--- src/rtl/wadd_pkg.sv ---
package wadd_pkg;
  // Flag vector layout, LSB first: C, Z, OV, N, DC
  typedef struct packed {
    logic dc;
    logic n;
    logic ov;
    logic z;
    logic c;
  } wadd_flags_t;

  localparam int FLAG_CNT = $bits(wadd_flags_t);
endpackage

--- src/rtl/wadd_opsel.sv ---
module wadd_opsel #(
  parameter int DATA_W   = 16,
  parameter int LIT_W    = 10,
  parameter int LITB_W   = 8,
  parameter int BYTE_BIT = 14,
  parameter int LIT_LSB  = 4,
  parameter int DST_W    = 4,
  parameter int LDST_LSB = 0,
  parameter int RDST_LSB = 7
) (
  input  logic              lit_form,
  input  logic [BYTE_BIT:0] insn,
  input  logic [DATA_W-1:0] src_reg,
  output logic [DATA_W-1:0] src_op,
  output logic              byte_op,
  output logic [DST_W-1:0]  dst_idx
);
  logic [LIT_W-1:0]  lit_wide;
  logic [LITB_W-1:0] lit_narrow;

  assign lit_wide   = insn[LIT_LSB +: LIT_W];
  assign lit_narrow = insn[LIT_LSB +: LITB_W];
  assign byte_op    = insn[BYTE_BIT];

  always_comb begin
    if (lit_form) begin
      src_op  = byte_op ? DATA_W'(lit_narrow) : DATA_W'(lit_wide);
      dst_idx = insn[LDST_LSB +: DST_W];
    end else begin
      src_op  = src_reg;
      dst_idx = insn[RDST_LSB +: DST_W];
    end
  end
endmodule

--- src/rtl/wadd_core.sv ---
module wadd_core
  import wadd_pkg::*;
#(
  parameter int DATA_W = 16,
  parameter int NIB_W  = 4
) (
  input  logic [DATA_W-1:0] a,
  input  logic [DATA_W-1:0] b,
  input  logic              byte_op,
  output logic [DATA_W-1:0] sum_o,
  output wadd_flags_t       flags_o
);
  localparam int HALF_W = DATA_W / 2;

  logic [DATA_W:0] wide_sum;
  logic [HALF_W:0] narrow_sum;
  logic            sa, sb, sr;

  assign wide_sum   = {1'b0, a} + {1'b0, b};
  assign narrow_sum = {1'b0, a[HALF_W-1:0]} + {1'b0, b[HALF_W-1:0]};

  always_comb begin
    if (byte_op) begin
      sum_o     = {{(DATA_W-HALF_W){1'b0}}, narrow_sum[HALF_W-1:0]};
      flags_o.c = narrow_sum[HALF_W];
      sa        = a[HALF_W-1];
      sb        = b[HALF_W-1];
      sr        = narrow_sum[HALF_W-1];
    end else begin
      sum_o     = wide_sum[DATA_W-1:0];
      flags_o.c = wide_sum[DATA_W];
      sa        = a[DATA_W-1];
      sb        = b[DATA_W-1];
      sr        = wide_sum[DATA_W-1];
    end
    flags_o.z  = (sum_o == '0);
    flags_o.n  = sr;
    flags_o.ov = (sa & sb & ~sr) | (~sa & ~sb & sr);
    // carry into bit NIB_W recovered from the sum and operand bits
    flags_o.dc = wide_sum[NIB_W] ^ a[NIB_W] ^ b[NIB_W];
  end
endmodule

--- src/rtl/wadd_regs.sv ---
module wadd_regs
  import wadd_pkg::*;
#(
  parameter int DATA_W = 16,
  parameter int DST_W  = 4
) (
  input  logic              clk,
  input  logic              rst,
  input  logic              load,
  input  logic [DATA_W-1:0] sum_in,
  input  logic [DST_W-1:0]  dst_in,
  input  wadd_flags_t       flags_in,
  output logic [DATA_W-1:0] res_q,
  output logic [DST_W-1:0]  dst_q,
  output wadd_flags_t       flags_q,
  output logic              done_q,
  output logic              we_q
);
  always_ff @(posedge clk) begin
    if (rst) begin
      res_q   <= '0;
      dst_q   <= '0;
      flags_q <= '0;
      done_q  <= 1'b0;
      we_q    <= 1'b0;
    end else begin
      done_q <= load;
      we_q   <= load;
      if (load) begin
        res_q   <= sum_in;
        dst_q   <= dst_in;
        flags_q <= flags_in;
      end
    end
  end
endmodule

--- src/rtl/wadd_unit.sv ---
module wadd_unit
  import wadd_pkg::*;
#(
  parameter int DATA_W   = 16,
  parameter int NIB_W    = 4,
  parameter int LIT_W    = 10,
  parameter int LITB_W   = 8,
  parameter int BYTE_BIT = 14,
  parameter int LIT_LSB  = 4,
  parameter int DST_W    = 4,
  parameter int LDST_LSB = 0,
  parameter int RDST_LSB = 7
) (
  input  logic                clk,
  input  logic                rst,
  input  logic                op_valid,
  input  logic                lit_form,
  input  logic [BYTE_BIT:0]   insn_word,
  input  logic [DATA_W-1:0]   base_val,
  input  logic [DATA_W-1:0]   src_val,
  output logic [DATA_W-1:0]   res_data,
  output logic [DST_W-1:0]    res_dst,
  output logic                res_we,
  output logic [FLAG_CNT-1:0] flags_out,
  output logic                done
);
  logic [DATA_W-1:0] src_sel;
  logic [DST_W-1:0]  dst_sel;
  logic              byte_sel;
  logic [DATA_W-1:0] sum_w;
  wadd_flags_t       flags_w;
  wadd_flags_t       flags_r;

  wadd_opsel #(
    .DATA_W(DATA_W), .LIT_W(LIT_W), .LITB_W(LITB_W), .BYTE_BIT(BYTE_BIT),
    .LIT_LSB(LIT_LSB), .DST_W(DST_W), .LDST_LSB(LDST_LSB), .RDST_LSB(RDST_LSB)
  ) u_opsel (
    .lit_form(lit_form), .insn(insn_word), .src_reg(src_val),
    .src_op(src_sel), .byte_op(byte_sel), .dst_idx(dst_sel)
  );

  wadd_core #(.DATA_W(DATA_W), .NIB_W(NIB_W)) u_core (
    .a(base_val), .b(src_sel), .byte_op(byte_sel),
    .sum_o(sum_w), .flags_o(flags_w)
  );

  wadd_regs #(.DATA_W(DATA_W), .DST_W(DST_W)) u_regs (
    .clk(clk), .rst(rst), .load(op_valid),
    .sum_in(sum_w), .dst_in(dst_sel), .flags_in(flags_w),
    .res_q(res_data), .dst_q(res_dst), .flags_q(flags_r),
    .done_q(done), .we_q(res_we)
  );

  assign flags_out = flags_r;
endmodule

--- config.mk ---
export PLATFORM = sky130hd
export DESIGN_NAME = wadd_unit
export DESIGN_NICKNAME = d
export VERILOG_FILES = /design/src/rtl/wadd_pkg.sv /design/src/rtl/wadd_opsel.sv /design/src/rtl/wadd_core.sv /design/src/rtl/wadd_regs.sv /design/src/rtl/wadd_unit.sv
export SDC_FILE = /design/constraint.sdc
export NUM_CORES = 1
export LEC_CHECK = 0
export ABC_AREA = 0
export BUFFER_PORTS_ARGS = -buffer_cell sky130_fd_sc_hd__buf_4
export CORE_ASPECT_RATIO = 0.5
export CORE_MARGIN = 1.5
export CORE_UTILIZATION = 40
export CTS_BUF_LIST = sky130_fd_sc_hd__clkbuf_4
export DETAILED_ROUTE_END_ITERATION = 7
export GPL_ROUTABILITY_DRIVEN = 0
export GPL_TIMING_DRIVEN = 1
export HOLD_SLACK_MARGIN = 0.06
export MAX_ROUTING_LAYER = met4
export PLACE_DENSITY = 0.75
export SYNTH_ARGS = -nofsm -noshare
export SYNTH_HDL_FRONTEND = slang
export SYNTH_HIERARCHICAL = 1
export SYNTH_SLANG_ARGS = --single-unit
--- constraint.sdc ---
create_clock -name clk -period 6.83 [get_ports clk]
set_input_delay 1.366 -clock clk [delete_from_list [all_inputs] [get_ports clk]]
set_output_delay 1.366 -clock clk [all_outputs]
set_load 0.02 [all_outputs]
==> results of run 1 <==
-- flip-flops by register name (all words and copies together) (netlist names) --
| register | cells |
|---|---|
| u_regs/res_q | 16 |
| u_regs/dst_q | 4 |
| u_regs/flags_q | 5 |
| u_regs/we_q | 1 |
-- critical path: stages --
cell and delay (ps):
buf_4 250, mux2_2 210, ha_1 200, inv_1 70, fa_1 410, nor2b_1 160
o31a_1 230, nand2_1 120, a31oi_1 160, mux2_2 370, nor4_2 260, o2111ai_1 150
nor4_2 150, mux2i_1 100, nor2_1 100
-- routing by layer --
metal	share of wire	vias up
li1	-	965
met5	0	-
met1	0.45	884
met2	0.50	54
met4	0.0024	0
met3	0.041	2
-- power by group through the flow --
| stage | logic [mW] | registers [mW] | clock network [mW] |
|---|---|---|---|
| 3_5_place_dp | 0.206 | 0.176 | 0 |
| 4_1_cts | 0.206 | 0.173 | 0.0679 |
| 3_3_place_gp | 0.200 | 0.175 | 0 |
| 2_1_floorplan | 0.127 | 0.191 | 0 |
| 5_1_grt | 0.226 | 0.174 | 0.0736 |
| 6_report | 0.206 | 0.172 | 0.0648 |
-- cell type report --
type	instances	share of cell area
Tap cell	70	0.03271
Timing Repair Buffer	77	0.2159
Inverter	7	0.009813
Clock buffer	3	0.008411
Clock inverter	1	0.001402
Sequential cell	26	0.1944
Multi-Input combinational cell	191	0.5374
-- stage by stage --
| stage | cells | utilization | cell area [um^2] |
|---|---|---|---|
| after CTS | 375 | 0.5380 | 2678 |
| final | 375 | 0.5380 | 2678 |
| after global placement | 371 | 0.5327 | 2651 |
| after global routing | 375 | 0.5380 | 2678 |
| after floorplan | 236 | - | 2096 |
| after detailed placement | 371 | 0.5327 | 2651 |
-- logic make-up (layout without fill, tap and decap cells) --
| family | after synthesis | in the layout | share of synthesized area |
|---|---|---|---|
| simple gates | 79 | 79 | 0.1881 |
| compound gates | 42 | 42 | 0.1397 |
| mux | 41 | 41 | 0.2036 |
| flops | 26 | 26 | 0.2484 |
| buf+inv | 19 | 88 | 0.06507 |
| fa+ha+maj | 17 | 17 | 0.1051 |
| xor+xnor | 12 | 12 | 0.05015 |
-- worst paths after layout --
check | slack, ps | cells after the start | endpoint
worst max-delay path | 2810 | 15 | u_regs/flags_q[1]
worst max register to register | 6130 | 2 | u_regs/res_q[1]
worst min-delay path | 520 | 2 | u_regs/dst_q[1]
worst min register to register | 520 | 2 | u_regs/dst_q[1]
-- cell usage in the layout, fill, tap and decap left out, types with 2 or more instances in the layout --
cell / instances
a21oi_1: 5
o21bai_1: 2
mux2i_1: 28
and2_1: 2
ha_1: 16
o21ai_2: 3
nor2_1: 44
o21ai_0: 6
a211oi_1: 6
xnor2_1: 7
nor3_1: 2
and3_1: 2
xor2_1: 5
and2b_2: 6
nand2_1: 9
o21ai_1: 2
dfxtp_1: 26
o21a_1: 3
a31oi_1: 3
buf_4: 77
inv_1: 7
mux2_2: 13
a21o_1: 5
nor2b_1: 5
nor4_2: 2
clkbuf_4: 3
==> metrics, run 1 <==
initial core utilization=0.4211; TritonCTS buffer count=3; CTS H-tree depth=1; Die Y=around 54 um; TritonCTS clock tree=done; Sw Share=0.3587; met3 global-route usage=0.02785; cts repair resizes=0; All-Layer GR Usage=0.1862; WHS=about 520 ps; Worst Path Class, Setup=primary input to register; clock sinks=26; via-per-instance ratio=5.080; Seq. cell area=520.5 um^2; drt initial violations=67; DR WL/cell=roughly 14 um; largest net degree at the start of global routing=27; fillers=around 480; initial antenna violation count=0; syn avg cell area=around 8.9 um^2; final worst-path cycle share=0.5881; die area=around 0.0057 mm^2; Final Critical Period=roughly 4000 ps; Port Buffers=77; critical path required time=slightly above 7000 ps; Clk Latency, worst-skew pair=320 ps; status=finished, final reports clean; number of synthesized flops with an enable pin=0; # nets final=374; P_leak=~1.3 nW; Psw=between 150 and 200 uW; Fin. Hold Viols=0; Least-Margin Pin Slew=between 400 and 500 ps; Max Cap Viol=0; top cell type's share of synthesized area=0.2484; Layout Skew=0 ps; Rel. slew slack=0.7189; io pins=between 70 and 80; Worst Setup Start Kind=primary input; max-slew violations=0; CP startpoint=lit_form; global-route wire length before repair=~8200 um; most frequent cell after synthesis=nor2_1; synth cell count leaders=44 x nor2_1, 28 x mux2i_1, 26 x dfxtp_1, 16 x ha_1, 13 x mux2_2; vias in the first global route=approximately 1.9k; sequential power share=0.389; Clk network pwr share=0.146; Post-CTS Hold Buffers=0; Max VDD drop=0.08390 mV; met2 Usage GRT=0.3529; area of the multi-input gates=around 0.0014 mm^2; Root Buffer Master=clkbuf_4; postcts setup bufs=0; final setup fails=0; CP endpoint kind=register; residual DRC count=0; Longest Clk Path Bufs=2; hold wc startpoint=u_regs/dst_q[1]; Syn. warnings=6; Fmax=249.0 MHz; num rows=18; register bit total from synthesis=26; CP max FO=22; top_reg_cell synth=dfxtp_1; GR peak layer=met2; Synth area leaders=dfxtp_1 25%, mux2i_1 13%, ha_1 9.6%, nor2_1 7.9%, mux2_2 7.0%; Mapped Area=between 0.002 and 0.0025 mm^2; setup TNS=0 ps; CTS clock-pin slew for the worst setup and hold paths=about 130 ps; Setup WS post-layout=~2800 ps; Area Overhead vs Synth=27.76%; Worst Hold Class=register to register; Arr. time, crit path=about 4300 ps; Seq/Total Area, Yosys=0.2484; post-synth net total=between 300 and 400; width of the die=roughly 110 um; worst r2r src=u_regs/res_q[1]; Synth async-reset ratio=0; RSZ-0062 raised after global routing=no; GRT Residual Overflow=0; layout cell share with drive strength beyond 1=0.3574; met1 Use GR=0.2177; Pwr Total=between 400 and 500 uW; Logic pwr share=0.465; Unique masters post-synth=between 40 and 50; Setup WS pre-CTS=2461 ps; Pint=about 280 uW; remaining antenna violation count=0; drt pass-1 iters=4; Mapped Cells=236; diode count=0; Yosys top cell by area=dfxtp_1; Power Dens Cells=about 170 mW/mm^2; via count=about 1.9k; post-DP HPWL=4198 um; routed wire length=5083 um; CORE AREA=around 0.005 mm^2
No activity file was read; power rests on OpenSTA's default activity.
==> inputs of run 2 (changes only) <==
--- a/config.mk
+++ b/config.mk
@@ -16,7 +16,7 @@
 export GPL_TIMING_DRIVEN = 1
 export HOLD_SLACK_MARGIN = 0.06
 export MAX_ROUTING_LAYER = met4
-export PLACE_DENSITY = 0.75
+export PLACE_DENSITY = 0.78
 export SYNTH_ARGS = -nofsm -noshare
 export SYNTH_HDL_FRONTEND = slang
 export SYNTH_HIERARCHICAL = 1
==> constraint.sdc (replaced) <==
create_clock -name clk -period 3.5 [get_ports clk]
set_input_delay 0.7 -clock clk [delete_from_list [all_inputs] [get_ports clk]]
set_output_delay 0.7 -clock clk [all_outputs]
set_load 0.02 [all_outputs]
==> run 2 against run 1 <==
Effect of this change:
- via count increased by 0.58%
- hold slack got worse by 2.4 ps
- largest power group unchanged
- critical endpoint unchanged
- non-clock buffer count increased by 7
- critical path type unchanged
- first-iteration DRC count decreased by 4.5%
- critical path depth unchanged
==> metrics, run 2 (synthesized netlist as in run 1, its figures left out) <==
status=finished, final reports clean; critical path required time=3780 ps (-3320 ps); drt pass-1 iters=4 (unchanged); Root Buffer Master=clkbuf_4; GRT Residual Overflow=0 (unchanged); hold path cells=2 (unchanged); Longest Clk Path Bufs=2 (unchanged); commonest cells after routing, fill and taps aside=84 x buf_4, 44 x nor2_1, 28 x mux2i_1; CP max stage cell=fa_1; io pins=78 (unchanged); drt initial violations=64 (-4.5%); die area=0.005709 mm^2 (unchanged); final worst-path cycle share=0.9303; initial core utilization=0.4211 (unchanged); initial antenna violation count=0 (unchanged); TritonCTS buffer count=3 (unchanged); Area Overhead vs Synth=30.27%; cts repair resizes=0 (unchanged); Post-CTS Hold Buffers=0 (unchanged); Final Cell Area=0.002730 mm^2 (+2.0%); Placed Area=0.002704 mm^2 (+2.0%); CTS clock-pin slew for the worst setup and hold paths=140 ps (about the same); Power Dens Cells=323.4 mW/mm^2 (+95%); CP max FO=13 (-41%); Setup WS pre-CTS=-97.68 ps (-2559 ps); Worst Hold Class=register to register; Final Critical Period=about 3300 ps; CP endpoint kind=register; most flop-heavy register=u_regs/res_q; # nets final=381 (+1.9%); Fmax=about 310 MHz; layout cell share with drive strength beyond 1=0.3718 (+0.01442); Clk Latency, worst-skew pair=320 ps (about the same); Port Buffers=77 (unchanged); width of the die=105.4 um (unchanged); final setup fails=0 (unchanged); Worst Setup Start Kind=primary input; max FFs per register=16 (unchanged); final std cells w/o fill=382 (+1.9%); CP top delay family=simple AND/OR/NAND/NOR gates; All-Layer GR Usage=0.1828 (-0.003400); num rows=18 (unchanged); Worst Path Class, Setup=primary input to register; postcts setup bufs=0 (unchanged); largest registers=u_regs/res_q x16, u_regs/flags_q x5, u_regs/dst_q x4; clock sinks=26 (unchanged); crit path cell chain=buf_4 -> mux2_2 -> ha_1 -> inv_1 -> fa_1 -> nor2b_1 -> o31a_1 -> nand2_1 -> a31oi_1 -> mux2_2 -> nor4_2 -> o2111ai_1 -> nor4_2 -> mux2i_1 -> nor2_1; Rel. slew slack=0.7221 (+0.003274); Max VDD drop=0.1995 mV (+140%); routed wire length=4981 um (-2.0%); Least-Margin Pin Slew=416.8 ps (-4.911 ps); Max Cap Viol=0 (unchanged); Layout Skew=0 ps (unchanged); dpl cells=378 (+1.9%); max-slew violations=0 (unchanged); Fin. Hold Viols=0 (unchanged); diode count=0 (unchanged); remaining antenna violation count=0 (unchanged); fin util=0.5485 (+0.01056); crit-path max cell delay=390 ps (-20 ps); post-DP HPWL=4080 um (-2.8%); via count=1916 (+0.58%); most common cell after layout, fill and taps aside=buf_4; via-per-instance ratio=5.016 (-1.3%); Critical Path Stages=15 (unchanged); CORE AREA=0.004977 mm^2 (unchanged); DR WL/cell=13.04 um (-3.8%); Setup WS post-layout=244.0 ps (-2569 ps); Die Y=54.19 um (unchanged); P_leak=1.345 nW (+2.6%); TritonCTS clock tree=done; RSZ-0062 raised after global routing=no; residual DRC count=0 (unchanged); largest net degree at the start of global routing=27 (unchanged); global-route wire length before repair=8052 um (-1.8%); CTS H-tree depth=1 (unchanged); Buf/Inv on CP=2 (unchanged); vias in the first global route=1843 (-2.3%); cell count of the worst reg-to-reg path=2 (unchanged); Arr. time, crit path=3540 ps (-750 ps)
-- run 2: cell type report --
type | instances | area, um^2
multi-input cells | 191 | 1439
fillers | 460 | 2247
inverters | 7 | 26.28
repair buffers | 84 | 630.6
flip-flops and latches | 26 | 520.5
well taps | 70 | 87.58
clock inverters | 1 | 3.754
clock buffers | 3 | 22.52
-- run 2: per-stage QoR --
step / hold slack, ps / power (mW) / setup TNS (ps)
CTS: 520.9 / 0.8855 / 0
global route: 553.8 / 0.9389 / 0
finish: 514.3 / 0.8830 / 0
detailed placement: 488.1 / 0.7562 / -112.5
global placement: 476.5 / 0.7438 / 0
floorplan: 583.3 / 0.6202 / 0
-- run 2: path summary, 6_finish.rpt --
| check | end | startpoint | slack, ps |
|---|---|---|---|
| worst min register to register | u_regs/res_q[6] | u_regs/res_q[6] | 510 |
| worst min-delay path | u_regs/res_q[6] | u_regs/res_q[6] | 510 |
| worst max register to register | u_regs/res_q[1] | u_regs/res_q[1] | 2850 |
| worst max-delay path | u_regs/flags_q[1] | lit_form | 240 |
-- run 2: tightest hold or removal path, cell delays in order (launching register included) --
cell,delay (ps)
dfxtp_1,350
mux2i_1,60
nor2_1,70
-- run 2: metal layers --
layer  routed length, um  global-route usage  share of wire  vias up
li1                    -                   -              -      977
met1                2311              0.2161           0.46      894
met2                2457              0.3355           0.49       39
met3                 183             0.03390          0.037        6
met4                  29             0.03653         0.0058        0
met5                   0                   -              0        -
-- run 2: where the power goes --
part	switching (mW)	internal, mW	total, mW	leakage [nW]
registers	0.0139	0.322	0.336	0.214
clock network	0.0880	0.0419	0.130	0.0154
logic	0.215	0.202	0.417	1.12
